===== src/rtl/cfg_loader_pkg.sv =====
package cfg_loader_pkg;

  localparam logic [31:0] CRC_POLY = 32'h04C1_1DB7;
  localparam logic [31:0] CRC_SEED = 32'hFFFF_FFFF;

  typedef enum logic [2:0] {
    LD_SEEK   = 3'd0,
    LD_DATA   = 3'd1,
    LD_CHECK  = 3'd2,
    LD_COMMIT = 3'd3,
    LD_DONE   = 3'd4,
    LD_FAIL   = 3'd5
  } ld_state_t;

endpackage


===== src/rtl/cfg_crc32_step.sv =====
module cfg_crc32_step
  import cfg_loader_pkg::*;
#(
  parameter int DATA_W = 32
) (
  input  logic [31:0]       crc_in,
  input  logic [DATA_W-1:0] word_in,
  output logic [31:0]       crc_out
);

  // Bit-serial shift of one full word, most significant bit first.
  always_comb begin
    logic [31:0] acc;
    logic        fb;
    acc = crc_in;
    for (int b = DATA_W - 1; b >= 0; b--) begin
      fb  = acc[31] ^ word_in[b];
      acc = {acc[30:0], 1'b0};
      if (fb) acc = acc ^ CRC_POLY;
    end
    crc_out = acc;
  end

endmodule


===== src/rtl/cfg_frame_buffer.sv =====
module cfg_frame_buffer #(
  parameter int DEPTH  = 16,
  parameter int DATA_W = 32,
  localparam int IDX_W = (DEPTH > 1) ? $clog2(DEPTH) : 1
) (
  input  logic              clk,
  input  logic              we,
  input  logic [IDX_W-1:0]  waddr,
  input  logic [DATA_W-1:0] wdata,
  input  logic [IDX_W-1:0]  raddr,
  output logic [DATA_W-1:0] rdata
);

  logic [DATA_W-1:0] store [DEPTH];

  always_ff @(posedge clk) begin
    if (we) store[waddr] <= wdata;
  end

  assign rdata = store[raddr];

endmodule


===== src/rtl/cfg_frame_loader.sv =====
module cfg_frame_loader
  import cfg_loader_pkg::*;
#(
  parameter int FRAME_WORDS = 16,
  parameter int DATA_W      = 32,
  parameter int ADDR_W      = 12
) (
  input  logic              clk,
  input  logic              rst_n,
  input  logic              in_valid,
  output logic              in_ready,
  input  logic [DATA_W-1:0] in_data,
  input  logic              in_sof,
  input  logic              in_eos,
  output logic              wr_en,
  output logic [ADDR_W-1:0] wr_addr,
  output logic [DATA_W-1:0] wr_data,
  output logic              load_done,
  output logic              load_err,
  output logic [31:0]       ref_crc
);

  localparam int CNT_W = (FRAME_WORDS > 1) ? $clog2(FRAME_WORDS) : 1;
  localparam logic [CNT_W-1:0]  LAST_IDX = CNT_W'(FRAME_WORDS - 1);
  localparam logic [ADDR_W-1:0] FRAME_STEP = ADDR_W'(FRAME_WORDS);

  // Reset: asynchronous assertion, synchronous release
  logic [1:0] rst_sync_q;
  logic       rst_int_n;

  always_ff @(posedge clk or negedge rst_n) begin
    if (!rst_n) rst_sync_q <= 2'b00;
    else        rst_sync_q <= {rst_sync_q[0], 1'b1};
  end
  assign rst_int_n = rst_sync_q[1];

  // State
  ld_state_t         state_q, state_d;
  logic [CNT_W-1:0]  idx_q, idx_d;
  logic [31:0]       crc_q, crc_d;
  logic [ADDR_W-1:0] base_q, base_d;
  logic [31:0]       ref_q, ref_d;
  logic              crc_en, idx_en, base_en, ref_en;

  logic              accept;
  logic              buf_we;
  logic [31:0]       crc_src, crc_step;
  logic [DATA_W-1:0] buf_rdata;

  assign in_ready = (state_q != LD_COMMIT);
  assign accept   = in_valid && in_ready;

  // A new frame starts from the seed; later words chain from the running value.
  assign crc_src = (state_q == LD_SEEK) ? CRC_SEED : crc_q;

  cfg_crc32_step #(.DATA_W(DATA_W)) u_crc (
    .crc_in  (crc_src),
    .word_in (in_data),
    .crc_out (crc_step)
  );

  cfg_frame_buffer #(.DEPTH(FRAME_WORDS), .DATA_W(DATA_W)) u_buf (
    .clk   (clk),
    .we    (buf_we),
    .waddr (idx_q),
    .wdata (in_data),
    .raddr (idx_q),
    .rdata (buf_rdata)
  );

  // Next-state logic
  always_comb begin
    state_d = state_q;
    idx_d   = idx_q;
    crc_d   = crc_q;
    base_d  = base_q;
    ref_d   = ref_q;
    crc_en  = 1'b0;
    idx_en  = 1'b0;
    base_en = 1'b0;
    ref_en  = 1'b0;
    buf_we  = 1'b0;
    unique case (state_q)
      LD_SEEK: begin
        if (accept) begin
          if (in_eos) begin
            ref_d   = in_data[31:0];
            ref_en  = 1'b1;
            state_d = LD_DONE;
          end else if (in_sof) begin
            buf_we  = 1'b1;
            crc_d   = crc_step;
            crc_en  = 1'b1;
            if (idx_q == LAST_IDX) begin
              state_d = LD_CHECK;
            end else begin
              idx_d   = idx_q + CNT_W'(1);
              idx_en  = 1'b1;
              state_d = LD_DATA;
            end
          end
        end
      end
      LD_DATA: begin
        if (accept) begin
          buf_we = 1'b1;
          crc_d  = crc_step;
          crc_en = 1'b1;
          if (idx_q == LAST_IDX) begin
            state_d = LD_CHECK;
          end else begin
            idx_d  = idx_q + CNT_W'(1);
            idx_en = 1'b1;
          end
        end
      end
      LD_CHECK: begin
        if (accept) begin
          idx_d  = '0;
          idx_en = 1'b1;
          if (in_data[31:0] == crc_q) state_d = LD_COMMIT;
          else                        state_d = LD_FAIL;
        end
      end
      LD_COMMIT: begin
        if (idx_q == LAST_IDX) begin
          idx_d   = '0;
          base_d  = base_q + FRAME_STEP;
          base_en = 1'b1;
          state_d = LD_SEEK;
        end else begin
          idx_d = idx_q + CNT_W'(1);
        end
        idx_en = 1'b1;
      end
      LD_DONE, LD_FAIL: begin
        state_d = state_q;
      end
      default: state_d = LD_FAIL;
    endcase
  end

  // Registers
  always_ff @(posedge clk or negedge rst_int_n) begin
    if (!rst_int_n) begin
      state_q <= LD_SEEK;
      idx_q   <= '0;
      crc_q   <= '0;
      base_q  <= '0;
      ref_q   <= '0;
    end else begin
      state_q <= state_d;
      if (idx_en)  idx_q  <= idx_d;
      if (crc_en)  crc_q  <= crc_d;
      if (base_en) base_q <= base_d;
      if (ref_en)  ref_q  <= ref_d;
    end
  end

  assign wr_en     = (state_q == LD_COMMIT);
  assign wr_addr   = base_q + ADDR_W'(idx_q);
  assign wr_data   = buf_rdata;
  assign load_done = (state_q == LD_DONE);
  assign load_err  = (state_q == LD_FAIL);
  assign ref_crc   = ref_q;

  // Assertions
  assert_commit_follows_check_R4: assert property (@(posedge clk) disable iff (!rst_int_n)
    $rose(wr_en) |-> $past(state_q) == LD_CHECK);

  assert_addr_consecutive_R4: assert property (@(posedge clk) disable iff (!rst_int_n)
    (wr_en && $past(wr_en)) |-> wr_addr == $past(wr_addr) + ADDR_W'(1));

  assert_ready_only_idle_in_commit_R5: assert property (@(posedge clk) disable iff (!rst_int_n)
    (state_q == LD_CHECK && accept && in_data[31:0] == crc_q) |=> !in_ready);

  assert_err_sticky_R6: assert property (@(posedge clk) disable iff (!rst_int_n)
    load_err |=> load_err && in_ready);

  assert_no_write_after_err_R6: assert property (@(posedge clk) disable iff (!rst_int_n)
    load_err |-> !wr_en);

  assert_ref_held_after_done_R7: assert property (@(posedge clk) disable iff (!rst_int_n)
    load_done |=> load_done && $stable(ref_crc) && !wr_en);

  assert_done_err_exclusive_R8: assert property (@(posedge clk) disable iff (!rst_int_n)
    !(load_done && load_err));

  assert_ref_zero_until_done_R8: assert property (@(posedge clk) disable iff (!rst_int_n)
    load_err |=> $stable(ref_crc));

endmodule


===== config.mk =====
export PLATFORM = sky130hd
export DESIGN_NAME = cfg_frame_loader
export DESIGN_NICKNAME = d
export VERILOG_FILES = /design/src/rtl/cfg_loader_pkg.sv /design/src/rtl/cfg_crc32_step.sv /design/src/rtl/cfg_frame_buffer.sv /design/src/rtl/cfg_frame_loader.sv
export SDC_FILE = /design/constraint.sdc
export NUM_CORES = 1
export LEC_CHECK = 0
export ABC_CLOCK_PERIOD_IN_PS = 2300
export CORE_MARGIN = 2
export CORE_UTILIZATION = 40
export DETAILED_ROUTE_END_ITERATION = 12
export DONT_BUFFER_PORTS = 1
export SYNTH_ARGS = -nofsm -noshare
export SYNTH_HDL_FRONTEND = slang
export SYNTH_HIERARCHICAL = 1
export SYNTH_SLANG_ARGS = --single-unit

===== constraint.sdc =====
create_clock -name clk -period 2.3 [get_ports clk]
set_input_delay 0.115 -clock clk [delete_from_list [all_inputs] [get_ports clk]]
set_output_delay 0.115 -clock clk [all_outputs]
set_load 0.1 [all_outputs]

Word level (Yosys, flattened, before mapping)
Memories as Yosys holds them, arrays and structs flattened.
Cells that the tools add are included.
Storage, ports and cells
  output and inout bits: 80
  RAM bits: 512
  register bits: 85
  word-level logic and storage cells: 175
  memories: 1
Memory list
  u_buf.store: depth 16, bits a word 32, read ports 1, clocked after Yosys merged registers in 0, wr ports 1, line cfg_frame_buffer.sv:14  | logic [DATA_W-1:0] store [DEPTH];
Cells by class
  muxes and demuxes: 74
  reduce and logical (&&, ||, !) cells: 10
  bitwise logic cells: 65
  equal/unequal tests: 16
  $add $sub $neg: 3
Operators with widths (number)
  $mux 27: 32
  $not 14->14: 32
  $mux 32: 5
  $pmux 32 s2: 1
  $eq 32x32->1: 1
  $xor 1x1->1: 32
  $mux 4: 7
  $mux 3: 8
  $mux 1: 16
  $pmux 4 s4: 1
  $pmux 3 s5: 1
  $reduce_and 7->1: 2
  $add 12x4->12: 1
  $add 12x5->12 const B: 1
  $ne 2x2->1 const B: 6
  $eq 3x2->1 const B: 2
  $eq 3x3->1 const B: 2
  $reduce_and 6->1: 1
  $add 4x1->4 const B: 1
  $eq 4x4->1 const B: 1
  $pmux 1 s4: 1
  $reduce_and 4->1: 1
  $reduce_bool 4->1: 1
  $eq 3x1->1 const B: 1
  other kinds (11): 11

Longest topological paths before layout
  depth in word-level cells: 70
  mapped depth: 12
  gate-level depth less buffers: 11

By module
The synthesis kept the hierarchy.
By module, submodules not included
  cfg_frame_buffer: area an instance 19194.7 sq um, times used 1, cells each 806
  cfg_frame_loader: area an instance 3773.6 sq um, times used 1, cells each 305
  cfg_crc32_step: area an instance 3080.5 sq um, times used 1, cells each 256

Least setup slack after synthesis
No wires, ideal clock.
  kind: register -> register
  from: reg state_q[0]
  to: reg crc_q[8]
  data required time: 2172 ps
  stages on the path, launching flop included: 13
  buffers on the path: 1
  slack: -2332 ps
  arrival time: 4504 ps
  period minus slack after synthesis: 4632 ps
  library setup time: 128 ps
  path through: dfrtp_1 > nor3_1 > clkbuf_1 > or2_2 > xor2_4 > xnor3_2 > xnor3_4 > xnor3_1 > xnor3_2 > xnor3_2 > xor3_2 > xnor2_1 > mux2_1
On the way
  elaborated cells between the ends (all ways): 110
  classes of those cells: 6 x eq/ne; 41 x mux; 59 x bitwise; 4 x reduce/logical
RTL lines
  start, declared: line cfg_frame_loader.sv:38  | ld_state_t state_q, state_d;
  start signal, assigned: line cfg_frame_loader.sv:152  | state_q <= state_d;
  $logic_not 3->1 *: line cfg_frame_loader.sv:54  | assign crc_src = (state_q == LD_SEEK) ? CRC_SEED : crc_q;
  $mux 32 *: line cfg_frame_loader.sv:54
  net crc_src[29]: line cfg_frame_loader.sv:47  | logic [31:0] crc_src, crc_step;
  $xor 1x1->1 *: line cfg_crc32_step.sv:17  | fb = acc[31] ^ word_in[b];
  $mux 27 *: line cfg_crc32_step.sv:19  | if (fb) acc = acc ^ CRC_POLY;
  $not 14->14 (no source line)
  $mux 27: line cfg_crc32_step.sv:19
  $mux 27 or $not 14->14 (tied branches) (2 in series)
  (+29 left out)
  $mux 27: line cfg_crc32_step.sv:19
  $not 14->14 (no source line)
  $mux 27 *: line cfg_crc32_step.sv:19
  $mux 32: line cfg_frame_loader.sv:90  | end else if (in_sof) begin
  $mux 32: line cfg_frame_loader.sv:86  | if (in_eos) begin
  $mux 32: line cfg_frame_loader.sv:85  | if (accept) begin
  $pmux 32 s2 *: line cfg_frame_loader.sv:83  | unique case (state_q)
  net crc_d[8]: line cfg_frame_loader.sv:40  | logic [31:0] crc_q, crc_d;
  end signal, assigned: line cfg_frame_loader.sv:154  | if (crc_en) crc_q <= crc_d;
  end, declared: line cfg_frame_loader.sv:40
Mark *: on every way through the listed nets, which the timed path passes. The rest lies on a longest branch. The select of a mux whose other input is x is not followed.
A chain may end at the register's enable or synchronous reset.

Worst setup path after layout
  from: reg state_q[1]
  to: reg crc_q[8]
On the way
  elaborated cells between the ends (all ways): 110
  classes of those cells: 6 x eq/ne; 41 x mux; 59 x bitwise; 4 x reduce/logical
RTL lines (line)
  $logic_not 3->1 *: cfg_frame_loader.sv:54
  $mux 32 *: cfg_frame_loader.sv:54
  net crc_src[27]: cfg_frame_loader.sv:47
  $xor 1x1->1 *: cfg_crc32_step.sv:17
  $mux 27 *: cfg_crc32_step.sv:19
  $mux 27 or $not 14->14 (tied branches) (2 in series)
  $mux 27: cfg_crc32_step.sv:19
  $not 14->14 (no source line) or $mux 27 (tied branches)
  (+25 left out)
  $mux 27: cfg_crc32_step.sv:19
  $not 14->14 (no source line) or $xor 1x1->1 (tied branches)
  $mux 27 *: cfg_crc32_step.sv:19
  $mux 32: cfg_frame_loader.sv:90
  $mux 32: cfg_frame_loader.sv:86
  $mux 32: cfg_frame_loader.sv:85
  $pmux 32 s2 *: cfg_frame_loader.sv:83
  net crc_d[8]: cfg_frame_loader.sv:40
Marks and branches as above.

==> reports/summary.md <==
For the worst setup path, the data required time is 2.79 ns. Data on the critical path arrives at its endpoint at 4.51 ns. The die covers 67200 um2.

The critical path is of the register to register type. The number of different library cells used by synthesis comes to 49. The nature of the critical path startpoint is a register.

The clock transition time at the flip-flop clock pins of the worst setup and hold paths is 0.07 ns, and the number of antenna violations at the first check in global routing is 6. The vertical die dimension was 259 um. The number of enable-type register cells in the synthesized netlist is 512, and the via count of the first global-routing pass is 14400. The detail route stage leaves a number of antenna-violating nets equal to 0. After global routing the overflow that remains totals 0. The run gives 0 as the number of antenna cells inserted. Entering global routing, the biggest net connects 80 pins. Detailed placement finished with a half-perimeter wire length of 42400 um.

The floorplan step set the die width to 259 um. TritonCTS built the clock tree. Measured against its own limit, the worst slew margin works out to 39.5%. The tools report the number of maximum-capacitance constraint violations as 0.

In the global route stage, overall resource usage came out at 20.5%. The clock drives 593 sinks. The run gives 6 as the number of warnings issued by yosys. The number of remaining DRC errors was 0. After synthesis, the share of flip-flops with an asynchronous set or reset is 13.7%. The setup-violating endpoint count in the final report is 64.

The min-delay analysis places its worst path in the category primary input to register. Pin placement for this block handled 117 I/O pins. The maximum clock frequency was 0.248 GHz; the average via count per standard cell was 5.33.

The via count was 14300. The post-layout minimum cycle time is 4.03 ns. The cell type with the largest total area after synthesis is sky130_fd_sc_hd__edfxtp_1. The net count of the finished layout is 1810.

The global-route wire length before repair came out at 99000 um. The post-detailed-routing wire length was 71300 um; the number of I/O port buffers was 0. The cell at the root of the clock tree was sky130_fd_sc_hd__clkbuf_16. The post-synthesis cell count was 1367; the fraction of final layout cells sized beyond drive strength 1 was 50.2%. The mapped netlist covers 26000 um2. The commonest register cell after synthesis was sky130_fd_sc_hd__edfxtp_1. The post-route clock period utilization is 175%. A synthesized cell averages 19.1 um2.

The number of max-slew violations in the final report came out at 0. On the final layout, the worst clock skew is 0.0236 ns. At the end of routability-driven placement, the weighted congestion stood at 0.922. In the post-synthesis netlist, the biggest area contributors are sky130_fd_sc_hd__edfxtp_1 59%, sky130_fd_sc_hd__mux4_2 11%, sky130_fd_sc_hd__dfrtp_1 7.8%, sky130_fd_sc_hd__xnor2_1 6.2%, sky130_fd_sc_hd__xnor3_1 2.6%. The total clock buffers created by CTS is 66, and the total of flip-flops plus latches after synthesis is 593.

The checks that failed: negative setup slack. The average wire per cell in the routed design was 26.6 um; the first-pass detailed-route iteration total was 5. The fraction of synthesized cell area taken by the top area cell type is 59.0%.

The first routing iteration left 1304 violations. The highest net fanout along the worst path is 18, and the sequential area share after synthesis is 66.8%. The run finished, with violations left. Capturing element type of the critical path: a register. The net count of the mapped netlist was 1406. The worst hold margin is 0.0282 ns. For the buffer levels on the longest clock path, the log shows 3. The later pin in the worst-skew pair is clocked with a latency of 0.60 ns.

The count of filler cells inserted in the layout was 5010. Setup repair after global routing could not meet its margin everywhere. The clock tree synthesis step divided the H-tree into 3 levels. The tools report the setup slack after layout as -1.73 ns. The run gives 0 as the final hold violation count. Row generation in the floorplan step produced 93 rows. The initial utilization of the core area, before any placement, comes to 40.4%.

Compared with the post-synthesis result, the final layout area differs by 33.7%. For the pin with the worst max-slew slack, the measured transition is 0.908 ns. After floorplanning, the core was sized to cover 64500 um2.
[state kept, by name, indices dropped and copies added, names as in the netlist]
name and flops:
state_q 3, rst_sync_q 2, u_buf/store 512, base_q 8
ref_crc 32, crc_q 32, idx_q 4
[worst max-delay path, cell delays in order (launching register included)]
cell and delay (ns):
sky130_fd_sc_hd__dfrtp_1 0.41, sky130_fd_sc_hd__nor3_4 0.06, sky130_fd_sc_hd__buf_12 0.15, sky130_fd_sc_hd__or2_2 0.33
sky130_fd_sc_hd__xnor2_4 0.17, sky130_fd_sc_hd__buf_4 0.15, sky130_fd_sc_hd__xnor2_1 0.38, sky130_fd_sc_hd__xnor3_1 0.43
sky130_fd_sc_hd__xnor3_1 0.22, sky130_fd_sc_hd__xor3_2 0.53, sky130_fd_sc_hd__xnor2_4 0.18, sky130_fd_sc_hd__xor3_2 0.47
sky130_fd_sc_hd__xnor2_1 0.14, sky130_fd_sc_hd__mux2_1 0.29
[cell type report]
type	instances	area (um2)	area share (%)
Clock buffer	80	1780	5.10
Multi-Input combinational cell	713	9920	28.5
Tap cell	855	1070	3.07
Sequential cell	593	17400	50.0
Inverter	4	18.8	0.0539
Clock inverter	39	454	1.30
Timing Repair Buffer	393	4180	12.0
[what timing repair did]
action / CTS / global route
hold buffers: 37 / 0
setup buffers: 5 / 47
gates cloned: 0 / 16
hold endpoints to repair: 552 / 0
pin swaps: 5 / 56
resized for setup: 30 / 76
endpoints found under the setup margin: 126 / 137
[path summary, 6_finish.rpt]
kind                                    start             to  slack [ns]  cells past startpoint
worst max-delay path               state_q[1]       crc_q[8]       -1.73                     13
worst min-delay path                 in_valid     state_q[1]        0.03                      5
worst max register to register     state_q[1]       crc_q[8]       -1.73                     13
worst min register to register  rst_sync_q[1]      base_q[8]        0.34                      1
max in group asynchronous       rst_sync_q[1]     ref_crc[9]        1.55                      1
min in group asynchronous               rst_n  rst_sync_q[0]        0.28                      2
[cells in the mapped netlist (all sizes together), types with 7 or more instances]
library cell	count
nor2	24
dfrtp	81
mux2	65
clkbuf	23
nand4	11
buf	34
or2	32
nand2	45
xnor2	192
o21ai	8
xnor3	44
mux4	128
xor2	52
a22oi	64
edfxtp	512
nor3	7
[logic make-up (layout without fill, tap and decap cells)]
kind of cell	count (synthesis)	after routing	synth area share (%)
XOR/XNOR	293	293	13.1
AND/OR/NAND/NOR	146	146	2.87
multiplexers	193	193	13.9
buffers and inverters	61	516	1.08
flip-flops	593	593	66.8
other	1	1	0.0144
AO/OA/AOI/OAI	78	78	2.15
adder cells (fa/ha/maj)	2	2	0.0961
[per-layer routing]
metal,track usage [%],vias to the layer above,wire (um)
met5,0,-,0
met4,7.18,0,1960
met3,2.90,93,3970
met2,33.0,477,35000
met1,28.8,7526,30400
li1,-,6181,-
[metrics by stage]
stage / util [%] / setup WS (ns) / area [um2] / cells / setup TNS, ns
floorplan: - / -1.80 / 27300 / 1367 / -150.81
global placement: 47.8 / -1.75 / 30800 / 2453 / -49.40
detailed placement: 47.8 / -1.75 / 30800 / 2453 / -50.70
CTS: 52.2 / -1.73 / 33600 / 2614 / -63.07
global route: 54.0 / -1.83 / 34800 / 2677 / -66.96
finish: 54.0 / -1.73 / 34800 / 2677 / -60.76
[cell usage in the layout, fill, tap and decap left out, types with 18 or more instances in the layout]
master                          count
sky130_fd_sc_hd__xnor3_1           19
sky130_fd_sc_hd__xnor2_1          137
sky130_fd_sc_hd__dlygate4sd3_1     37
sky130_fd_sc_hd__buf_6             26
sky130_fd_sc_hd__a22oi_2           64
sky130_fd_sc_hd__xnor3_2           23
sky130_fd_sc_hd__edfxtp_1         512
sky130_fd_sc_hd__mux4_2           128
sky130_fd_sc_hd__buf_12            56
sky130_fd_sc_hd__clkbuf_16         83
sky130_fd_sc_hd__buf_4            253
sky130_fd_sc_hd__dfrtp_1           76
sky130_fd_sc_hd__or2_2             29
sky130_fd_sc_hd__mux2_2            47
sky130_fd_sc_hd__xor2_1            36
sky130_fd_sc_hd__xnor2_4           18
sky130_fd_sc_hd__xnor2_2           37
sky130_fd_sc_hd__nand2_4           32
Power is left out: the tool's default activity adds up to more than one toggle a clock period on the data nets, which glitch-free logic cannot reach.
